`config.mk`:
```
export PLATFORM = sky130hd
export DESIGN_NAME = adc_pwr_ctrl
export DESIGN_NICKNAME = d
export VERILOG_FILES = /design/src/rtl/pmc_pkg.sv /design/src/rtl/pwr_edge_dp.sv /design/src/rtl/pwr_state_ctl.sv /design/src/rtl/adc_pwr_ctrl.sv
export SDC_FILE = /design/constraint.sdc
export NUM_CORES = 1
export LEC_CHECK = 0
export ABC_AREA = 1
export BUFFER_PORTS_ARGS = -buffer_cell sky130_fd_sc_hd__clkbuf_2
export CAP_MARGIN = 10
export CORE_UTILIZATION = 40
export CTS_CLUSTER_DIAMETER = 150
export DETAILED_ROUTE_END_ITERATION = 10
export SLEW_MARGIN = 25
export SYNTH_ARGS = -nofsm -noshare
export SYNTH_HDL_FRONTEND = slang
export SYNTH_SLANG_ARGS = --single-unit
```
`constraint.sdc`:
```
create_clock -name clk -period 1.96 [get_ports clk]
set_clock_uncertainty 0.15 [all_clocks]
set_input_delay 0.392 -clock clk [delete_from_list [all_inputs] [get_ports clk]]
set_output_delay 0.392 -clock clk [all_outputs]
set_load 0.01 [all_outputs]
```
`src/rtl/pmc_pkg.sv`:
```
package pmc_pkg;

  typedef enum logic [2:0] {
    PS_OFF,
    PS_ACTIVE,
    PS_AUTO,
    PS_SOFT,
    PS_WAKE
  } pwrState_t;

  // strobes from control to datapath
  typedef struct packed {
    logic clrCnt;
    logic loadRec;
    logic recLong;
  } pdStrobe_t;

  // events from datapath to control
  typedef struct packed {
    logic fallEdge;
    logic cycleStart;
    logic missFrame;
    logic idleExpire;
    logic fsRise;
    logic recDone;
  } pdEvent_t;

endpackage

```
`src/rtl/pwr_edge_dp.sv`:
```
module pwr_edge_dp
  import pmc_pkg::*;
#(
  parameter int CYCLE_CLKS = 16,
  parameter int REC_LONG   = 16,
  parameter int REC_SHORT  = 1,
  parameter int IDLE_TICKS = 8
) (
  input  logic      clk,
  input  logic      rstN,
  input  logic      sclk,
  input  logic      fsync,
  input  logic      dspMode,
  input  pdStrobe_t strb,
  output pdEvent_t  ev
);

  localparam int CNT_W  = $clog2(CYCLE_CLKS + 1);
  localparam int REC_W  = $clog2(REC_LONG + 1);
  localparam int IDLE_W = $clog2(IDLE_TICKS + 1);

  logic              prevSclk;
  logic              prevFs;
  logic [CNT_W-1:0]  edgeCnt;
  logic [REC_W-1:0]  recCnt;
  logic [IDLE_W-1:0] idleCnt;

  logic fallEdge;
  logic cntFull;
  logic cntZero;
  logic cycleStart;

  assign fallEdge   = prevSclk & ~sclk;
  assign cntFull    = (edgeCnt == CNT_W'(CYCLE_CLKS));
  assign cntZero    = (edgeCnt == '0);
  assign cycleStart = fallEdge & (dspMode ? ~fsync : (cntFull | cntZero));

  always_ff @(posedge clk) begin
    if (!rstN) begin
      prevSclk <= 1'b0;
      prevFs   <= 1'b1;
    end else begin
      prevSclk <= sclk;
      prevFs   <= fsync;
    end
  end

  // edge counter within a conversion cycle
  always_ff @(posedge clk) begin
    if (!rstN || strb.clrCnt) begin
      edgeCnt <= '0;
    end else if (fallEdge) begin
      if (cycleStart)   edgeCnt <= CNT_W'(1);
      else if (!cntFull) edgeCnt <= edgeCnt + CNT_W'(1);
    end
  end

  // system clocks since the last serial clock fall
  always_ff @(posedge clk) begin
    if (!rstN || strb.clrCnt || fallEdge) begin
      idleCnt <= '0;
    end else if (idleCnt != IDLE_W'(IDLE_TICKS)) begin
      idleCnt <= idleCnt + IDLE_W'(1);
    end
  end

  // recovery edge counter
  always_ff @(posedge clk) begin
    if (!rstN) begin
      recCnt <= '0;
    end else if (strb.loadRec) begin
      recCnt <= strb.recLong ? REC_W'(REC_LONG) : REC_W'(REC_SHORT);
    end else if (fallEdge && recCnt != '0) begin
      recCnt <= recCnt - REC_W'(1);
    end
  end

  always_comb begin
    ev.fallEdge   = fallEdge;
    ev.cycleStart = cycleStart;
    ev.missFrame  = dspMode & fallEdge & fsync & cntFull;
    ev.idleExpire = ~dspMode & cntFull & (idleCnt == IDLE_W'(IDLE_TICKS));
    ev.fsRise     = dspMode & fsync & ~prevFs;
    ev.recDone    = fallEdge & (recCnt == REC_W'(1));
  end

endmodule

```
`src/rtl/pwr_state_ctl.sv`:
```
module pwr_state_ctl
  import pmc_pkg::*;
(
  input  logic      clk,
  input  logic      rstN,
  input  logic      csN,
  input  logic      dspMode,
  input  logic      swPdBit,
  input  logic      autoPdEn,
  input  pdEvent_t  ev,
  output pdStrobe_t strb,
  output logic      compOn,
  output logic      clkBufOn,
  output logic      refOn,
  output logic      ready
);

  pwrState_t state;
  pwrState_t stateNxt;

  always_comb begin
    stateNxt     = state;
    strb.clrCnt  = csN || (state == PS_OFF);
    strb.loadRec = 1'b0;
    strb.recLong = 1'b0;
    if (csN) begin
      stateNxt = PS_OFF;
    end else if (state != PS_OFF && ev.cycleStart && swPdBit) begin
      stateNxt = PS_SOFT;
    end else begin
      unique case (state)
        PS_OFF: begin
          stateNxt     = PS_WAKE;
          strb.loadRec = 1'b1;
          strb.recLong = 1'b1;
        end
        PS_ACTIVE: begin
          if (autoPdEn && (dspMode ? ev.missFrame : ev.idleExpire))
            stateNxt = PS_AUTO;
        end
        PS_AUTO: begin
          if (dspMode ? ev.fsRise : ev.fallEdge) begin
            stateNxt     = PS_WAKE;
            strb.loadRec = 1'b1;
          end
        end
        PS_SOFT: begin
          if (ev.cycleStart) begin
            stateNxt     = PS_WAKE;
            strb.loadRec = 1'b1;
            strb.recLong = 1'b1;
          end
        end
        PS_WAKE: begin
          if (ev.recDone) stateNxt = PS_ACTIVE;
        end
        default: stateNxt = PS_OFF;
      endcase
    end
  end

  always_ff @(posedge clk) begin
    if (!rstN) state <= PS_OFF;
    else       state <= stateNxt;
  end

  always_comb begin
    compOn   = (state == PS_ACTIVE) || (state == PS_WAKE);
    clkBufOn = compOn;
    refOn    = compOn || (state == PS_AUTO);
    ready    = (state == PS_ACTIVE);
  end


  cs_off_chk: assert property (@(posedge clk) disable iff (!rstN)
    csN |=> !ready);


  ready_on_edge_chk: assert property (@(posedge clk) disable iff (!rstN)
    $rose(ready) |-> $past(ev.fallEdge));


  ref_off_cause_chk: assert property (@(posedge clk) disable iff (!rstN)
    $fell(refOn) |-> ($past(csN) || $past(swPdBit)));


  idle_needs_en_chk: assert property (@(posedge clk) disable iff (!rstN)
    ($fell(compOn) && refOn) |-> $past(autoPdEn));

endmodule

```
`src/rtl/adc_pwr_ctrl.sv`:
```
module adc_pwr_ctrl
  import pmc_pkg::*;
#(
  parameter int CYCLE_CLKS = 16,
  parameter int REC_LONG   = 16,
  parameter int REC_SHORT  = 1,
  parameter int IDLE_TICKS = 8
) (
  input  logic clk,
  input  logic rstN,
  input  logic sclk,
  input  logic csN,
  input  logic fsync,
  input  logic dspMode,
  input  logic swPdBit,
  input  logic autoPdEn,
  output logic compOn,
  output logic clkBufOn,
  output logic refOn,
  output logic ready
);

  pdStrobe_t strb;
  pdEvent_t  ev;

  pwr_edge_dp #(
    .CYCLE_CLKS(CYCLE_CLKS),
    .REC_LONG  (REC_LONG),
    .REC_SHORT (REC_SHORT),
    .IDLE_TICKS(IDLE_TICKS)
  ) u_dp (
    .clk    (clk),
    .rstN   (rstN),
    .sclk   (sclk),
    .fsync  (fsync),
    .dspMode(dspMode),
    .strb   (strb),
    .ev     (ev)
  );

  pwr_state_ctl u_ctl (
    .clk     (clk),
    .rstN    (rstN),
    .csN     (csN),
    .dspMode (dspMode),
    .swPdBit (swPdBit),
    .autoPdEn(autoPdEn),
    .ev      (ev),
    .strb    (strb),
    .compOn  (compOn),
    .clkBufOn(clkBufOn),
    .refOn   (refOn),
    .ready   (ready)
  );

endmodule

```
## After elaboration in Yosys (flattened, before gate mapping)

Index checks and enable logic that the tools add are counted.

- Output and inout bits: 4
- Bits in registers: 19

- Add/sub/neg operators: 3
- Reductions and logical operators: 20
- Bitwise operators: 16
- Eq/ne operators: 17
- Multiplexer cells: 20

Operators by type and width:

| cell | count |
|---|---|
| $mux 5 | 5 |
| $pmux 3 s5 | 1 |
| $mux 3 | 4 |
| $and 1x1->1 | 10 |
| $mux 2 | 4 |
| $reduce_and 4->1 | 2 |
| $eq 3x2->1 const B | 2 |
| $ne 2x2->1 const B | 3 |
| $ne 3x1->1 const B | 2 |
| $ne 3x2->1 const B | 2 |
| $add 5x1->5 const B | 1 |
| $eq 5x1->1 const B | 1 |
| $eq 5x5->1 const B | 1 |
| $logic_not 5->1 | 1 |
| $logic_or 1x1->1 | 5 |
| $not 1->1 | 5 |
| $reduce_bool 5->1 | 1 |
| $sub 5x1->5 const B | 1 |
| $add 4x1->4 const B | 1 |
| $eq 4x4->1 const B | 1 |
| $logic_and 1x1->1 | 4 |
| $mux 1 | 4 |
| $ne 2x1->1 const B | 2 |
| $ne 4x4->1 const B | 1 |
| 12 further kinds | 12 |

## Longest topological paths before layout

Gate-level depths: netlist of the first run.

- Depth in word-level cells: 10
- Depth in mapped cells: 12

## By module

Synthesis of the first run repeated with hierarchy kept, for this count alone.

- Cells, all modules: 199
- Area, all modules: 1272.5 um^2

By module, submodules not included:

| module | times used | cells an instance | sequential area each (um^2) | area each (um^2) |
|---|---|---|---|---|
| pwr_edge_dp | 1 | 136 | 320.3 | 940.9 |
| pwr_state_ctl | 1 | 63 | 60.1 | 331.6 |

## Worst setup path before layout of the first run

Ideal clock, no wire load.

- Kind: register to output
- Start: register u_ctl.state[0]
- End: output compOn
- Buffers on the path: 1
- Data arrival time: 1161 ps
- Setup slack: 257 ps
- Cell stages (with the launch flop): 6
- Path through: dfxtp_1 inv_2 nor3_1 inv_1 nand2_1 buf_4

- Word-level cells in the longest chain between the ends: 2
- Elaborated cells between the ends (all ways): 3

RTL lines:

| what | line | text |
|---|---|---|
| start, declared | pwr_state_ctl.sv:18 | `pwrState_t state;` |
| start signal, assigned | pwr_state_ctl.sv:64 | `else state <= stateNxt;` |
| $eq 3x1->1 | -- |  |
| named net ready | adc_pwr_ctrl.sv:20 | `output logic ready` |
| $logic_or 1x1->1 | pwr_state_ctl.sv:68 | `compOn = (state == PS_ACTIVE) \|\| (state == PS_WAKE);` |
| end, declared | adc_pwr_ctrl.sv:17 | `output logic compOn,` |

The timed path passes the listed nets, and every way through them passes these cells.

## Final worst setup path of the first run

- Start: register u_ctl.state[2]
- End: output refOn

- Word-level cells in the longest chain between the ends: 3
- Elaborated cells between the ends (all ways): 5

RTL lines:

| what | line | text |
|---|---|---|
| $eq 3x1->1 or $eq 3x3->1 (tied branches) | pwr_state_ctl.sv:68 |  |
| $logic_or 1x1->1 | pwr_state_ctl.sv:68 |  |
| $logic_or 1x1->1 (*) | pwr_state_ctl.sv:70 | `refOn = compOn \|\| (state == PS_AUTO);` |
| end, declared | adc_pwr_ctrl.sv:19 | `output logic refOn,` |

Every way passes the cells marked *; elsewhere a longest branch is shown, timed or not.

==> results of run 1 <==
[where the power goes]
| part | total (mW) | switching (mW) | internal [mW] |
|---|---|---|---|
| sequential | 0.415 | 0.0128 | 0.402 |
| combinational | 0.176 | 0.108 | 0.0676 |
| clock | 0.201 | 0.125 | 0.0761 |
[worst max-delay path, cell delays in order, from the launching register on]
cell	delay [ps]
dfxtp_1	350
inv_2	60
nand2_1	90
nor2_1	140
inv_1	70
nand3_1	80
clkbuf_2	140
[cell usage after synthesis, types with 2 or more instances]
master	number	area, um^2
nand2_1	34	128
inv_1	25	93.8
dfxtp_1	19	380
nor2_1	19	71.3
nand3_1	14	70.1
a21oi_1	8	40.0
ha_1	7	87.6
nor3_1	7	35.0
nand2_4	5	56.3
inv_2	4	15.0
o21ai_0	4	20.0
xor2_1	4	35.0
nand2_2	3	18.8
nor2_2	3	18.8
nand3_2	2	20.0
nor2_8	2	40.0
[sequential cells by signal, indices dropped and copies added, names as in the netlist]
signal         cells
u_dp.idleCnt       4
u_dp.edgeCnt       5
u_dp.recCnt        5
u_dp.prevSclk      1
u_dp.prevFs        1
u_ctl.state        3
[placed cells by master, fill, tap and decap left out, types with 3 or more instances in the layout]
cell type   n
nand2_1    34
inv_1      25
nor2_1     19
dfxtp_1    19
nand3_1    14
clkbuf_2   11
a21oi_1     8
nor3_1      7
ha_1        7
nand2_4     5
inv_2       4
o21ai_0     4
xor2_1      4
nor2_2      3
nand2_2     3
clkbuf_4    3
[metal layers]
layer	vias up	track usage	part of all wire
li1	573	-	-
met1	460	0.190	0.47
met2	19	0.251	0.47
met3	7	0.0223	0.032
met4	0	0.0714	0.024
met5	-	0	0
[final cells by class]
class	count	area, um^2
flip-flops and latches	19	380
clock buffers	3	22.5
repair buffers	13	70.1
inverters	29	109
clock inverters	1	5.00
fillers	287	1480
well taps	31	38.8
multi-input cells	124	744
[worst paths after layout]
check	end	slack [ps]	depth (start not counted)
worst min register to register	u_dp.recCnt[1]$_SDFFE_PN0P_	340	2
worst max register to register	u_dp.recCnt[4]$_SDFFE_PN0P_	240	12
worst max-delay path	refOn	190	6
worst min-delay path	u_dp.prevFs$_SDFF_PN1_	140	2
[logic make-up (layout without fill, tap and decap cells)]
logic type,count (synthesis),in the layout
XOR/XNOR,5,5
flip-flops,19,19
adder cells (fa/ha/maj),7,7
AND/OR/NAND/NOR,95,95
buffers and inverters,30,46
AO/OA/AOI/OAI,17,17
==> impl_metrics.yaml, run 1 <==
synth:
  yosysWarnings: 0
  synth_top_family_by_area: "simple AND/OR/NAND/NOR gates"
  syn-num-nets: 188
  synthCells: 173
  syn-cell-area_um2: 1240
  ys_seq_area_frac: 0.306
  avgSynthCellArea_um2: 7.17
  ys_types: 29
  synth_fa_ha_area_frac: 0.0706
  synth_compound_area_frac: 0.0786
  synthSimpleGateAreaFrac: 0.415
  synth_xor_area_frac: 0.0353
  async_flop_share: 0
  synth_flop_cell: "dfxtp_1"
  muxShareOfSynthArea: 0
  ys_ff_latch: 19
  synth_edf_count: 0
grt:
  track_usage: 0.150
  grt_pass1_vias: 959
  grt_max_degree: 12
  grt_overflow: 0
  antenna_found_initial: 0
  grt_pass1_wl_mm: 3.83
sta:
  worst_pin_slew_ps: 236
  setup_viol: 0
  timing.fmax_ghz: 0.565
  slew_headroom: 0.842
  rsz0062_at_grt: "false"
  fin_crit_ps: 1770
  slew_violations: 0
  fin_crit_sh: 0.902
  fin_ws_ps: 191
  holdWs_ps: 139
  setup_tns_ps: 0
  hold_violations: 0
clocking:
  cts_resized: 0
  cts_hold_buf: 0
  cts_tree: "built"
  path_clk_slew_ps: 110
  ctsHtreeMaxLevel: 1
  cts_buffers: 3
  clock-root-buffer: "clkbuf_4"
  cts_sinks: 19
  post_cts_buffers: 0
  clk_latency_ps: 300
  clockBufferDepth: 2
outcome:
  violations: "design-rule violations"
  status: "complete, but fails checks"
drt:
  firstDrtPassIters: 9
  wl_per_cell_um: 10.4
  detail-route-antenna-nets: 0
  dr_total_vias: 1059
  drt_iter0_markers: 54
  drc: 1
  viasPerCell: 4.81
  wirelength_mm: 2.28
job:
  cap_violations: 0
floorplanning:
  start_util: 0.435
  fp.dieH_um: 57.7
  core_area_um2: 2850
  dieArea_um2: 3330
  die_w_um: 57.7
  ios: 12
  num_rows: 19
critical_path:
  cp-end-kind: "primary output"
  start_kind: "flip-flop"
  cp-startpoint: "u_ctl.state[2]$_SDFFE_PP0P_"
  criticalPathCategory: "reg2out"
  worstPathArrival_ps: 1230
  r2r-start: "u_dp.edgeCnt[0]$_SDFFE_PP0P_"
  path_max_fanout: 3
  worst_ep_required_time_ps: 1420
power:
  p_per_area_nw_per_um2: 578
  p_total_mw: 0.792
  vdd_drop_max_v: 0.000298
  leakage_nw: 0.677
placed_design:
  dp_cells: 216
  dp_hpwl_mm: 1.92
  portBuffers: 11
  placed_cell_area_um2: 1340
  pre_cts_slack_ps: 249
  gp_congestion: 0.787
layout:
  layout-drive-gt1-share: 0.222
  syn2layout_area_growth_pct: 10.4
  fin_nets: 205
  n_antenna_cell: 0
  fin_cells: 220
  fin_area_um2: 1370
  postLayoutCoreUtil: 0.480
min_path:
  min_path_type: "in2reg"
  min_from: "fsync"
Note: power is estimated with default switching activity, not from simulation.
==> run 2: changes to the inputs <==
--- a/config.mk
+++ b/config.mk
@@ -5,7 +5,6 @@
 export SDC_FILE = /design/constraint.sdc
 export NUM_CORES = 1
 export LEC_CHECK = 0
-export ABC_AREA = 1
 export BUFFER_PORTS_ARGS = -buffer_cell sky130_fd_sc_hd__clkbuf_2
 export CAP_MARGIN = 10
 export CORE_UTILIZATION = 40
==> constraint.sdc (replaced) <==
create_clock -name clk -period 1.96 [get_ports clk]
set_clock_uncertainty 0.15 [all_clocks]
set_input_delay 0.392 -clock clk [delete_from_list [all_inputs] [get_ports clk]]
set_output_delay 0.392 -clock clk [all_outputs]
set_load 0.1 [all_outputs]
==> run 2 against run 1 <==
Effect of this change:
- the run ends with negative setup slack left
- global-route usage up 4.4 points
- die area down 8.9%
- via count about the same
- combinational power down 7%
- synthesized cell count down 22%
- fmax down 20%
- area after synthesis down 9.2%
- critical path depth up 1
- critical path type is now reg2reg
- largest cell class unchanged
==> impl_metrics.yaml, run 2 <==
outcome:
  status: "complete, but fails checks"
  violations: "negative setup slack"
grt:
  grt_pass1_wl_mm: 4.15
  track_usage: 0.194
  grt_max_degree: 12
  grt_pass1_vias: 993
  grt_overflow: 0
  antenna_found_initial: 0
power:
  power_frac_clock: 0.267
  p_total_mw: 0.775
  p_int_mw: 0.542
  power_frac_seq: 0.521
  power_switching_mw: 0.233
  p_per_area_nw_per_um2: 496
  pwr-share-comb: 0.212
  leakage_nw: 0.590
  vdd_drop_max_v: 0.000301
  swShare: 0.301
sta:
  slew_headroom: 0.723
  rsz0062_at_grt: "true"
  holdWs_ps: 169
  setup_viol: 8
  timing.fmax_ghz: 0.454
  fin_ws_ps: -242
  hold_violations: 0
  worst_pin_slew_ps: 415
  slew_violations: 0
  fin_crit_sh: 1.12
  fin_crit_ps: 2200
min_path:
  min_path_type: "in2reg"
  min_path_cells: 2
synth:
  synth_commonest_cells: "19 x dfxtp_1, 15 x nor2_1, 9 x nand2_1"
  avgSynthCellArea_um2: 8.35
  synth_edf_count: 0
  syn-cell-area_um2: 1130
  synth_top_area_share: 0.337
  ys_ff_latch: 19
  ys_seq_area_frac: 0.337
  async_flop_share: 0
  synth_area_leaders: "dfxtp_1 34%, ha_1 7.8%, nor2_1 5.0%"
  ys_types: 43
  synthCells: 135
  syn-num-nets: 150
  synth_flop_cell: "dfxtp_1"
  synth_top_cell_by_area: "dfxtp_1"
  synth_most_common_cell: "dfxtp_1"
  yosysWarnings: 0
drt:
  drt_iter0_markers: 23
  top_layer: "met4"
  route.met3.wl_um: 79
  firstDrtPassIters: 4
  wl_met2_mm: 1.32
  wl_per_cell_um: 13.2
  detail-route-antenna-nets: 0
  wirelength_mm: 2.56
  dr_total_vias: 1060
  m1WireLength_mm: 1.13
  drc: 0
  viasPerCell: 5.46
critical_path:
  criticalPathCategory: "reg2reg"
  worstPathArrival_ps: 2290
  ff2ff_setup_slack_ps: -240
  cp-end-kind: "flip-flop"
  worst_ep_required_time_ps: 2050
  reg2reg_depth: 7
  start_kind: "flip-flop"
  path_max_fanout: 5
layout:
  postLayoutCoreUtil: 0.608
  fin_cells: 194
  top_regs: "u_dp.edgeCnt x5, u_dp.recCnt x5, u_dp.idleCnt x4"
  fin_nets: 180
  fin_area_um2: 1560
  layout_common_cells: "19 x buf_4, 14 x dfxtp_1, 13 x nor2_1, 8 x nand2_1, 7 x clkbuf_2"
  final.fill_count: 239
  syn2layout_area_growth_pct: 38.5
  mostFrequentLayoutCell: "buf_4"
  layout-drive-gt1-share: 0.360
  n_antenna_cell: 0
placed_design:
  gp_congestion: 0.876
  portBuffers: 11
  dp_cells: 186
  placed_cell_area_um2: 1390
  dp_hpwl_mm: 1.91
clocking:
  ctsHtreeMaxLevel: 1
  clk_latency_ps: 300
  path_clk_slew_ps: 120
  cts_tree: "built"
  cts_buffers: 3
  cts_sinks: 19
  clockBufferDepth: 2
  clock-root-buffer: "clkbuf_4"
floorplanning:
  start_util: 0.439
  core_area_um2: 2570
  die_w_um: 55.1
  fp.dieH_um: 55.1
  num_rows: 18
  ios: 12
  dieArea_um2: 3030
job:
  cap_violations: 0
## run 2: cell types whose count changed in the layout (fill, tap and decap cells not counted), moves of 5 or more
cell,change
dfxtp_1,-5
nand2b_1,+5
buf_4,+17
nand3_1,-12
nor2_1,-6
inv_1,-19
nand2_1,-26
nor3_1,-5
## run 2: cell type report
cell class,count,area (um^2),share of cell area
clock buffer,3,22.5,0.0144
clock inverter,1,5.00,0.00321
inverter,8,30.0,0.0192
multi-input combinational,103,817,0.523
sequential,19,392,0.251
tap,30,37.5,0.0240
timing repair buffer,30,258,0.165
## run 2: cells by family (layout without fill, tap and decap cells)
| family | after synthesis | in the layout | synth area share |
|---|---|---|---|
| buf+inv | 13 | 42 | 0.0466 |
| flops | 19 | 19 | 0.337 |
| compound gates | 33 | 33 | 0.204 |
| xor+xnor | 10 | 10 | 0.0777 |
| simple gates | 53 | 53 | 0.256 |
| fa+ha+maj | 7 | 7 | 0.0777 |
## run 2: final timing paths
kind,startpoint,to
min,sclk,u_dp.prevSclk$_SDFF_PN0_
max reg2reg,u_dp.edgeCnt[1]$_SDFFE_PP0P_,u_dp.recCnt[1]$_SDFFE_PN0P_
max,u_dp.edgeCnt[1]$_SDFFE_PP0P_,u_dp.recCnt[1]$_SDFFE_PN0P_
min reg2reg,u_dp.idleCnt[1]$_SDFFE_PP0P_,u_dp.idleCnt[1]$_SDFFE_PP0P_
## run 2: timing repair
item,CTS,global route
resized for setup,9,18
setup endpoints to repair,9,15
hold endpoints to repair,0,0
pin swaps,3,8
setup buffers,4,1
hold buffers,0,0
cloned,0,0
## run 2: power by group through the flow
stage          logic [mW]  clock network (mW)  registers [mW]
2_1_floorplan      0.0980                   0           0.409
3_3_place_gp        0.142                   0           0.412
3_5_place_dp        0.145                   0           0.413
4_1_cts             0.152               0.215           0.402
5_1_grt             0.178               0.231           0.405
6_report            0.164               0.207           0.403
## run 2: per-stage QoR
step / setup slack [ps] / setup TNS [ps]
final: -242 / -1370
after global routing: -299 / -2190
after CTS: -195 / -954
after detailed placement: -196 / -1010
after global placement: -155 / -801
after floorplan: -132 / -529
## run 2: layer usage
| metal | GRT usage | up-vias |
|---|---|---|
| li1 | - | 534 |
| met1 | 0.225 | 503 |
| met2 | 0.343 | 19 |
| met3 | 0.0492 | 4 |
| met4 | 0.0625 | 0 |
| met5 | 0 | - |
## run 2: worst max-delay path, cell delays in order (launching register included)
cell and delay [ps]:
dfxtp_2 340, inv_2 60, ha_4 120, or4b_4 470, a211o_1 340, a31o_4 280
or2_4 250, a211oi_2 130
==> run 3: changes to the inputs <==
--- a/config.mk
+++ b/config.mk
@@ -13,4 +13,5 @@
 export SLEW_MARGIN = 25
 export SYNTH_ARGS = -nofsm -noshare
 export SYNTH_HDL_FRONTEND = slang
+export SYNTH_HIERARCHICAL = 1
 export SYNTH_SLANG_ARGS = --single-unit
==> run 3 against run 2 <==
Effect of this change:
- the flow still finishes with violations (negative setup slack)
- sequential share of layout area fell by 2.1 points
- combinational power increased by 29%
- worst hold slack worse by 4.4 ps
- die area is 7.8% higher
- final cell count is 9.8% higher
- critical path type unchanged
- largest cell class unchanged
==> impl_metrics.yaml, run 3 <==
layout:
  layout_common_cells: "26 x buf_4, 14 x nor2_1, 13 x dfxtp_1"
  n_antenna_cell: 0
  multi_input_area_um2: 902
  final.fill_count: 260
  syn2layout_area_growth_pct: 40.6
  top_regs: "u_dp/edgeCnt x5, u_dp/recCnt x5, u_dp/idleCnt x4"
  layout-drive-gt1-share: 0.440
  fin_area_um2: 1710
  mostFrequentLayoutCell: "buf_4"
  postLayoutCoreUtil: 0.605
  fin_nets: 197
  regArea_um2: 393
power:
  p_total_mw: 0.812
  power_switching_mw: 0.245
  power_frac_seq: 0.498
  p_int_mw: 0.568
  vdd_drop_max_v: 0.000271
  power_frac_clock: 0.241
  leakage_nw: 0.687
  pwr-share-comb: 0.262
  swShare: 0.301
  p_per_area_nw_per_um2: 474
synth:
  syn-num-nets: 160
  synth_top_cell_by_area: "dfxtp_1"
  avgSynthCellArea_um2: 8.35
  ys_types: 44
  syn-cell-area_um2: 1220
  async_flop_share: 0
  yosysWarnings: 6
  ys_seq_area_frac: 0.312
  synth_flop_cell: "dfxtp_1"
  synth_top_area_share: 0.312
  ys_ff_latch: 19
  synthCells: 146
  synth_commonest_cells: "19 x dfxtp_1, 16 x nor2_1, 9 x a21oi_1"
  synth_edf_count: 0
  synth_area_leaders: "dfxtp_1 31%, ha_1 6.2%, nor2_1 4.9%"
  synth_most_common_cell: "dfxtp_1"
critical_path:
  cp-startpoint: "u_dp/edgeCnt[0]$_SDFFE_PP0P_"
  worst_ep_required_time_ps: 2010
  crit_path_top_delay_cell: "dfxtp_2"
  crit_top_cell: "nor2_2"
  start_kind: "flip-flop"
  timing.critical_path.buf_inv: 1
  worstPathArrival_ps: 2110
  crit_chain: "inv_2 > ha_4 > nor4b_4 > nor2_1 > nor2_2 > and2_4 > o21a_1 > a2111oi_4 > nand2b_4 > nor2_2"
  crit_family: "simple AND/OR/NAND/NOR gates"
  cpPeakStageDelay_ps: 350
  cp-end-kind: "flip-flop"
  reg2reg_depth: 10
  criticalPathCategory: "reg2reg"
  rr_endpoint: "u_dp/recCnt[2]$_SDFFE_PN0P_"
  path_max_fanout: 4
  ff2ff_setup_slack_ps: -100
  r2r-start: "u_dp/edgeCnt[0]$_SDFFE_PP0P_"
grt:
  grt_pass1_vias: 1101
  grt_pass1_wl_mm: 4.57
  grt_overflow: 0
  antenna_found_initial: 0
  grt_max_degree: 12
  track_usage: 0.176
clocking:
  clock-root-buffer: "clkbuf_4"
  clockBufferDepth: 2
  cts_hold_buf: 0
  path_clk_slew_ps: 110
  clk_latency_ps: 290
  ctsHtreeMaxLevel: 1
  cts_tree: "built"
  cts_buffers: 3
  cts_sinks: 19
placed_design:
  portBuffers: 11
  placed_cell_area_um2: 1600
  dp_hpwl_mm: 2.03
  gp_congestion: 0.872
sta:
  fin_crit_sh: 1.05
  setup_tns_ps: -418
  slew_violations: 0
  timing.fmax_ghz: 0.486
  hold_violations: 0
  fin_ws_ps: -99.5
  setup_viol: 5
  slew_headroom: 0.756
  fin_crit_ps: 2060
  rsz0062_at_grt: "true"
  worst_pin_slew_ps: 366
min_path:
  min_from: "sclk"
  min_path_type: "in2reg"
  hold_path_end: "u_dp/prevSclk$_SDFF_PN0_"
  min_path_cells: 2
drt:
  wirelength_mm: 2.68
  detail-route-antenna-nets: 0
  firstDrtPassIters: 4
  dr_total_vias: 1133
  wl_per_cell_um: 12.6
  viasPerCell: 5.32
  drt_iter0_markers: 27
  drc: 0
floorplanning:
  num_rows: 19
  die_w_um: 57.2
  fp.dieH_um: 57.2
  start_util: 0.431
  ios: 12
  dieArea_um2: 3270
  core_area_um2: 2830
outcome:
  status: "complete, but fails checks"
  violations: "negative setup slack"
job:
  cap_violations: 0
run 3: through the flow:
stage	cells	worst slack [ps]	hold slack [ps]
6_report	213	-99.5	164
5_1_grt	213	-240	157
4_1_cts	210	-139	152
3_5_place_dp	206	-181	350
3_3_place_gp	206	-133	334
2_1_floorplan	146	-124	296
run 3: how the worst max path moves through the flow:
stage	to	slack, ps	cells past startpoint
finish	u_dp/recCnt[2]$_SDFFE_PN0P_	-100	10
global placement	u_dp/recCnt[2]$_SDFFE_PN0P_	-130	10
global route	u_dp/recCnt[2]$_SDFFE_PN0P_	-240	9
detailed placement	u_dp/recCnt[2]$_SDFFE_PN0P_	-180	10
CTS	u_dp/recCnt[2]$_SDFFE_PN0P_	-140	9
floorplan	refOn	-120	4
run 3: kinds of logic after synthesis:
group	after synthesis	synth area share
muxes	3	0.0257
AOI/OAI and AO/OA	30	0.165
DFF	19	0.312
and+or+nand+nor	70	0.349
adders and majority gates	6	0.0616
xor gates and xnor gates	4	0.0288
buffers and inverters	14	0.0575
run 3: power groups by stage:
stage	logic, mW	clock network, mW	registers [mW]
global placement	0.202	0	0.417
finish	0.212	0.196	0.404
detailed placement	0.204	0	0.417
CTS	0.205	0.208	0.408
global route	0.228	0.227	0.407
floorplan	0.142	0	0.413
run 3: layer usage:
| layer | wire [um] | up-vias | track usage |
|---|---|---|---|
| li1 | - | 589 | - |
| met1 | 1270 | 527 | 0.229 |
| met3 | 73 | 4 | 0.0249 |
| met2 | 1300 | 13 | 0.289 |
| met5 | 0 | - | 0 |
| met4 | 34 | 0 | 0.0801 |
run 3: area by class of cell:
type,instances,share of cell area
sequential,19,0.229
timing repair buffer,38,0.188
multi-input combinational,113,0.527
tap,31,0.0226
inverter,8,0.0175
clock buffer,3,0.0131
clock inverter,1,0.00292
run 3: what timing repair did:
item                       in CTS  in global routing
pin swaps                       1                  8
gates cloned                    0                  0
gates resized for setup         3                 15
setup buffers                   1                  4
hold endpoints to repair        0                  0
setup endpoints to repair       8                  9
